`config.mk`:
```
export PLATFORM = sky130hd
export DESIGN_NAME = log_region_ptrs
export DESIGN_NICKNAME = d
export VERILOG_FILES = /design/src/rtl/log_region_pkg.sv /design/src/rtl/log_ring_ctr.sv /design/src/rtl/log_window.sv /design/src/rtl/log_region_ptrs.sv
export SDC_FILE = /design/constraint.sdc
export NUM_CORES = 1
export LEC_CHECK = 0
export BUFFER_PORTS_ARGS = -buffer_cell sky130_fd_sc_hd__buf_2
export CAP_MARGIN = 25
export CORE_MARGIN = 3
export CORE_UTILIZATION = 40
export CTS_CLUSTER_SIZE = 30
export DETAILED_ROUTE_END_ITERATION = 8
export GPL_TIMING_DRIVEN = 1
export HOLD_SLACK_MARGIN = 0.06
export PLACE_DENSITY = 0.75
export SKIP_LAST_GASP = 1
export SYNTH_ARGS = -nofsm -noshare
export SYNTH_HDL_FRONTEND = slang
export SYNTH_SLANG_ARGS = --single-unit
```
`constraint.sdc`:
```
create_clock -name clk -period 3.7 [get_ports clk]
set_clock_uncertainty 0.05 [all_clocks]
set_input_delay 0.555 -clock clk [delete_from_list [all_inputs] [get_ports clk]]
set_output_delay 0.555 -clock clk [all_outputs]
set_load 0.03 [all_outputs]
```
`src/rtl/log_region_pkg.sv`:
```
package log_region_pkg;

  // Modular add for a ring of n entries; d must be below n.
  function automatic int unsigned ring_add(int unsigned p, int unsigned d, int unsigned n);
    int unsigned s;
    s = p + d;
    return (s >= n) ? s - n : s;
  endfunction

  // Reserve expressed in blocks: percentage rounded up, never zero.
  function automatic int unsigned reserve_blocks(int unsigned nblk, int unsigned pct);
    int unsigned r;
    r = (nblk * pct + 99) / 100;
    return (r == 0) ? 1 : r;
  endfunction

  // Cold window in blocks: percentage of the live span, rounded down, never zero.
  function automatic int unsigned cold_blocks(int unsigned nblk, int unsigned rsv, int unsigned pct);
    int unsigned c;
    c = ((nblk - rsv) * pct) / 100;
    return (c == 0) ? 1 : c;
  endfunction

endpackage

```
`src/rtl/log_ring_ctr.sv`:
```
module log_ring_ctr
  import log_region_pkg::*;
#(
  parameter int unsigned TOTAL = 40,
  parameter int unsigned STEP  = 1,
  parameter int unsigned PW    = 6
) (
  input  logic          clk,
  input  logic          rst_n,
  input  logic          adv,
  output logic [PW-1:0] ptr
);

  always_ff @(posedge clk) begin
    if (!rst_n)   ptr <= '0;
    else if (adv) ptr <= PW'(ring_add(32'(ptr), STEP, TOTAL));
  end

endmodule

```
`src/rtl/log_window.sv`:
```
module log_window
  import log_region_pkg::*;
#(
  parameter int unsigned TOTAL      = 40,
  parameter int unsigned RSV_PAGES  = 4,
  parameter int unsigned COLD_PAGES = 8,
  parameter int unsigned PW         = 6
) (
  input  logic [PW-1:0] tail,
  output logic [PW-1:0] gc_ptr,
  output logic [PW-1:0] cold_ptr,
  output logic [PW-1:0] cold_last
);

  always_comb begin
    gc_ptr    = PW'(ring_add(32'(tail), TOTAL - RSV_PAGES, TOTAL));
    cold_ptr  = PW'(ring_add(32'(tail), COLD_PAGES, TOTAL));
    cold_last = PW'(ring_add(32'(tail), COLD_PAGES - 1, TOTAL));
  end

endmodule

```
`src/rtl/log_region_ptrs.sv`:
```
module log_region_ptrs
  import log_region_pkg::*;
#(
  parameter int unsigned NUM_BLOCKS    = 10,
  parameter int unsigned PAGES_PER_BLK = 4,
  parameter int unsigned RESERVE_PCT   = 10,
  parameter int unsigned COLD_PCT      = 30,
  localparam int unsigned TOTAL        = NUM_BLOCKS * PAGES_PER_BLK,
  localparam int unsigned PW           = $clog2(TOTAL)
) (
  input  logic          clk,
  input  logic          rst_n,
  input  logic          wr_valid,
  output logic          wr_ready,
  output logic [PW-1:0] wr_page,
  input  logic          gc_done,
  output logic          gc_req,
  output logic [PW-1:0] head_o,
  output logic [PW-1:0] tail_o,
  output logic [PW-1:0] gc_ptr_o,
  output logic [PW-1:0] cold_o,
  output logic [PW-1:0] cold_last_o
);

  localparam int unsigned RSV_BLKS   = reserve_blocks(NUM_BLOCKS, RESERVE_PCT);
  localparam int unsigned RSV_PAGES  = RSV_BLKS * PAGES_PER_BLK;
  localparam int unsigned COLD_BLKS  = cold_blocks(NUM_BLOCKS, RSV_BLKS, COLD_PCT);
  localparam int unsigned COLD_PAGES = COLD_BLKS * PAGES_PER_BLK;

  logic [PW-1:0] head_q, tail_q, gc_w, cold_w, cold_last_w;

  // Named events for the checks below.
  logic wr_fire, gc_fire, done_stray;

  assign gc_req     = (head_q == gc_w);
  assign wr_ready   = !gc_req;
  assign wr_fire    = wr_valid && wr_ready;
  assign gc_fire    = gc_done && gc_req;
  assign done_stray = gc_done && !gc_req;

  log_ring_ctr #(.TOTAL(TOTAL), .STEP(1), .PW(PW)) u_head (
    .clk(clk), .rst_n(rst_n), .adv(wr_fire), .ptr(head_q)
  );

  log_ring_ctr #(.TOTAL(TOTAL), .STEP(COLD_PAGES), .PW(PW)) u_tail (
    .clk(clk), .rst_n(rst_n), .adv(gc_fire), .ptr(tail_q)
  );

  log_window #(.TOTAL(TOTAL), .RSV_PAGES(RSV_PAGES), .COLD_PAGES(COLD_PAGES), .PW(PW)) u_win (
    .tail(tail_q), .gc_ptr(gc_w), .cold_ptr(cold_w), .cold_last(cold_last_w)
  );

  assign wr_page     = head_q;
  assign head_o      = head_q;
  assign tail_o      = tail_q;
  assign gc_ptr_o    = gc_w;
  assign cold_o      = cold_w;
  assign cold_last_o = cold_last_w;

  // head moves only on an accepted append.
  p_head_moves_r2: assert property (@(posedge clk) disable iff (!rst_n)
    wr_fire |=> head_q != $past(head_q));
  p_head_idle_r2: assert property (@(posedge clk) disable iff (!rst_n)
    !wr_fire |=> $stable(head_q));
  // a pending collection freezes the head.
  p_head_frozen_r4: assert property (@(posedge clk) disable iff (!rst_n)
    gc_req |=> $stable(head_q));
  // a taken done pulse clears the request.
  p_release_r6: assert property (@(posedge clk) disable iff (!rst_n)
    gc_fire |=> !gc_req && wr_ready);
  // a stray done pulse leaves the tail alone.
  p_stray_done_r7: assert property (@(posedge clk) disable iff (!rst_n)
    done_stray |=> $stable(tail_q));
  // tail stays block aligned.
  p_tail_aligned_r9: assert property (@(posedge clk) disable iff (!rst_n)
    (32'(tail_q) % PAGES_PER_BLK) == 0);

endmodule

```
Yosys cells after proc, flatten, opt, wreduce, memory -nomap -nowiden

Index checks and enable logic that the tools add are counted.

Register bits after elaboration: 12
Input bits: 4
Output and inout bits: 38

Add/sub/neg operators: 8
Order comparisons: 4
Equal/unequal tests: 1
Mux-type cells: 4
Reductions and logical operators: 3

Operators by type and width:

| operator              | count |
|---|---|
| $ge A7 B6 Y1 const B  | 4 |
| $mux W6               | 4 |
| $sub A6 B6 Y6 const B | 4 |
| $add A6 B1 Y7 const B | 1 |
| $add A6 B3 Y7 const B | 1 |
| $add A6 B4 Y7 const B | 1 |
| $add A6 B6 Y7 const B | 1 |
| $eq A6 B6 Y1          | 1 |
| $logic_and A1 B1 Y1   | 2 |
| $logic_not A1 Y1      | 1 |

Depth between registers and ports, before layout

Depth after elaboration: 6
Mapped depth: 9
Gate-level depth less buffers: 8

Hierarchy

A second synthesis with hierarchy kept.

Cell total of the unflattened synthesis: 180
Area, all modules: 1388.8 um2

Modules (own cells, without submodules):

| module                | times used | cells each | area an instance (um2) | seq. area each (um2) |
|---|---|---|---|---|
| log_window            | 1          | 79         | 584.3                  | 0.0 |
| log_ring_ctr (u_head) | 1          | 57         | 449.2                  | 120.1 |
| log_ring_ctr (u_tail) | 1          | 26         | 216.5                  | 60.1 |
| log_region_ptrs       | 1          | 18         | 138.9                  | 0.0 |

Worst setup path before layout

OpenSTA, ideal clock, no wires.

Kind: reg2out
From: register u_tail.ptr[3]
To: output wr_ready
Data arrival time: 2384 ps
Required time: 3095 ps
Slack: 711 ps
Cell stages (with the launch flop): 9
Buffers on the path: 1
Cell sequence: dfxtp_1 -> buf_4 -> inv_1 -> ha_1 -> ha_1 -> nor2b_1 -> o21ai_0 -> and3_2 -> inv_1

Longest elaborated chain between the ends: 5
Elaborated cells on any way between the ends: 6
Classes of those cells: 2 x add/sub; 1 x order compare; 1 x eq/ne; 1 x mux; 1 x reduce/logical

Ends and longest elaborated chain:

| what                                                 | line                  | source |
|---|---|---|
| start: declaration                                   | log_ring_ctr.sv:11    | `output logic [PW-1:0] ptr` |
| start signal: assignment                             | log_ring_ctr.sv:16    | `else if (adv) ptr <= PW'(ring_add(32'(ptr), STEP, TOTAL));` |
| $add A6 B6 Y7 *                                      | log_region_pkg.sv:6   | `s = p + d;` |
| $sub A6 B6 Y6 / $ge A7 B6 Y1 (equally long branches) | log_region_pkg.sv:7   | `return (s >= n) ? s - n : s;` |
| $mux W6 *                                            | log_region_pkg.sv:7   |  |
| $eq A6 B6 Y1 *                                       | log_region_ptrs.sv:35 | `assign gc_req = (head_q == gc_w);` |
| named net gc_req                                     | log_region_ptrs.sv:17 | `output logic gc_req,` |
| $logic_not A1 Y1 *                                   | --                    |  |
| end: declaration                                     | log_region_ptrs.sv:14 | `output logic wr_ready,` |

The timed path passes the listed nets; every way through them passes the cells marked *.

Final worst setup path

From: register u_tail.ptr[3]
To: output wr_ready

Longest elaborated chain between the ends: 5
Elaborated cells on any way between the ends: 6
Classes of those cells: 2 x add/sub; 1 x order compare; 1 x eq/ne; 1 x mux; 1 x reduce/logical

Ends and longest elaborated chain:

| what                                                 | line |
|---|---|
| $add A6 B6 Y7 *                                      | log_region_pkg.sv:6 |
| $sub A6 B6 Y6 / $ge A7 B6 Y1 (equally long branches) | log_region_pkg.sv:7 |
| $mux W6 *                                            | log_region_pkg.sv:7 |
| $eq A6 B6 Y1 *                                       | log_region_ptrs.sv:35 |
| $logic_not A1 Y1 *                                   | -- |

Every way passes the cells marked *; elsewhere a longest branch is shown, timed or not.

==> results.yml <==
grt:
  grt_pass1_vias: 790
  grt_pass1_wl_mm: 3.60
  grt_util_all_layers_pct: 13.3
  antenna_found_initial: 0
  grt-ovfl-total: 0
  grt_max_degree: 14
clock_network:
  clk_slew_on_worst_s_h_paths_ps: 60
  cts_inserted_buffers: 3
  clkLatencyLatePin_ps: 260
  cts_post_setup_buffers_inserted: 0
  post_cts_hold_buffer_count: 0
  h-tree-depth: 1
  sinks_on_clock_net: 9
  cts_tree: "done"
  clockRootBuffer: "sky130_fd_sc_hd__clkbuf_4"
  post_cts_resized: 0
  clock_tree.buffer_depth: 2
placement:
  gpl.final_weighted_congestion: 0.836
  post_dp_hpwl_mm: 1.74
  place.port_buffers: 29
  area_after_dpl_mm2: 0.00111
  placement.setup.worst_slack_ps: 777
worst_setup_path:
  worst_path_max_delay_cell: "sky130_fd_sc_hd__dfxtp_1"
  crit_chain: "inv_1, ha_1, ha_1, nor2b_1, o21ai_0, and3_2, inv_1, buf_2"
  timing.critical_path.slowest_cell_delay_ps: 580
  worstSetupPathType: "reg -> out"
  critPathCaptureType: "primary output"
  critPathRequiredTime_ps: 3090
  startpoint_type_of_the_worst_setup_path: "flop"
  crit_path_max_fanout: 11
  worst_ep_arrival_time_ps: 2590
finish:
  nets: 166
  drive_above_1_share_pct: 26.5
  antenna_cells: 0
  post-route-cell-area_mm2: 0.00113
  flow.area_growth_from_synthesis_pct: 8.63
  fillers: 228
power:
  cellPowerDensity_mw_per_mm2: 228
  vdd_ir_drop_max_mv: 0.269
  cellLeakagePower_nw: 0.570
  total_power_mw: 0.259
logic_synthesis:
  synth-compound-area-share_pct: 15.3
  avgSynthCellArea_um2: 8.09
  synth_cell_types: 40
  yosysWarningCount: 0
  post_synth_main_area_contributors: "sky130_fd_sc_hd__dfxtp_1, sky130_fd_sc_hd__buf_4, sky130_fd_sc_hd__ha_1, sky130_fd_sc_hd__xnor2_1, sky130_fd_sc_hd__inv_1"
  count_of_mapped_cells_out_of_synthesis: 129
  synth_flop_cell: "sky130_fd_sc_hd__dfxtp_1"
  synth-simple-area-share_pct: 22.3
  synth-adder-area-share_pct: 12.0
  netlist.top_cell.by_area: "sky130_fd_sc_hd__dfxtp_1"
  synth-seq-cells: 9
  synth_top_family_by_area: "simple AND/OR/NAND/NOR gates"
  synthMuxAreaShare_pct: 4.32
  synth_edf_count: 0
  postSynth.asyncResetShare_pct: 0
  synth_xor_area_share_pct: 8.99
  ys_seq_area_share_pct: 17.3
  yosys.area.top_type_share_pct: 17.3
  synth.cell_area_mm2: 0.00104
timing:
  worst_slew_pin_slew_ps: 528
  finalSetupTns_ps: 0
  finalHoldViolCount: 0
  maxSlewHeadroom_pct: 64.5
  timing.hold.ws_ps: 550
  max_freq_mhz: 313
  worst_slack_ps: 506
  finalCriticalPeriod_ps: 3190
  timing.final.max_slew_violations: 0
  setup_viol: 0
  part_of_the_cycle_the_worst_path_needs_pct: 86.3
  rsz0062_at_grt: "no"
die:
  area_enclosed_by_the_die_boundary_mm2: 0.00326
  core_area_mm2: 0.00234
  num_rows: 17
  io_pins: 42
  die_h_um: 57.1
  dieWidth_um: 57.1
  start_util_pct: 44.6
route:
  initialDrtViolationCount: 20
  drt_drc_violations_left: 0
  num_vias: 904
  wirelength_mm: 2.14
  wl_per_cell_um: 11.9
  ant_nets: 0
  avgViaCountPerCell: 5.05
  dr.pass1.iters: 4
hold_path:
  min-delay-path-class: "reg -> reg"
job:
  max_cap_viol_count: 0
outcome:
  status: "complete, no violations"
## synth_stat cells (all sizes together) (3+ instances only)
cell,instances
buf,20
nor2,8
mux2i,3
nor2b,4
xnor2,7
dfxtp,9
a31oi,3
o21ai,6
nand2,8
inv,12
ha,10
nand3,5
and3,3
## per-stage QoR
stage	std cells	util, %
final	179	48.4
after global routing	179	48.4
after CTS	179	48.4
after detailed placement	175	47.3
after global placement	175	47.3
after floorplan	139	-
## sequential cells by signal, indices dropped and copies added, names as in the netlist
| register | count |
|---|---|
| u_tail.ptr | 3 |
| u_head.ptr | 6 |
## layout make-up
class	instances	area [um2]	area share, %
multi-input combinational	97	702	61.9
sequential	9	180	15.9
timing repair buffer	29	145	12.8
inverter	12	45.0	3.97
tap	28	35.0	3.09
clock buffer	4	26.3	2.32
## cell usage in the layout (no fill, tap or decap), drive strengths merged, types with 3 or more instances in the layout
| cell | count |
|---|---|
| ha | 10 |
| nor2b | 4 |
| conb | 12 |
| a31oi | 3 |
| o21ai | 6 |
| dfxtp | 9 |
| xnor2 | 7 |
| inv | 12 |
| nand2 | 8 |
| nand3 | 5 |
| buf | 29 |
| nor2 | 8 |
| clkbuf | 4 |
| mux2i | 3 |
| and3 | 3 |
## metal layers
layer  routed length, um  vias to the layer above  global-route usage [%]
li1                    -                      456                       -
met1                 974                      407                    17.8
met2                 960                       41                    21.4
met3                 202                        0                    4.98
met4                   0                        0                   0.993
met5                   0                        -                       0
## logic make-up after synthesis
family,count (synthesis)
adder cells (fa/ha/maj),10
flip-flops,9
other,2
buffers and inverters,33
AND/OR/NAND/NOR,39
XOR/XNOR,9
multiplexers,4
AO/OA/AOI/OAI,23
## worst max-delay path: cells and delay by family, from the launching register on
kind / cells / cell delay (ps)
AOI/OAI and AO/OA: 1 / 460
adders and majority gates: 2 / 500
buffers and inverters: 3 / 340
DFF: 1 / 580
and+or+nand+nor: 2 / 450
## final timing paths
path,start,end,slack [ps],cells past startpoint
max,u_tail.ptr[3]$_SDFFE_PN0P_,wr_ready,510,8
min,u_head.ptr[2]$_SDFFE_PN0P_,u_head.ptr[2]$_SDFFE_PN0P_,550,2
max reg2reg,u_tail.ptr[3]$_SDFFE_PN0P_,u_head.ptr[4]$_SDFFE_PN0P_,930,8
min reg2reg,u_head.ptr[2]$_SDFFE_PN0P_,u_head.ptr[2]$_SDFFE_PN0P_,550,2
## where the power goes
group	switching (mW)	total [mW]	internal (mW)
logic	0.0524	0.0725	0.0200
registers	0.00937	0.110	0.101
clock network	0.0346	0.0762	0.0416
No activity file was read; power rests on OpenSTA's default activity.
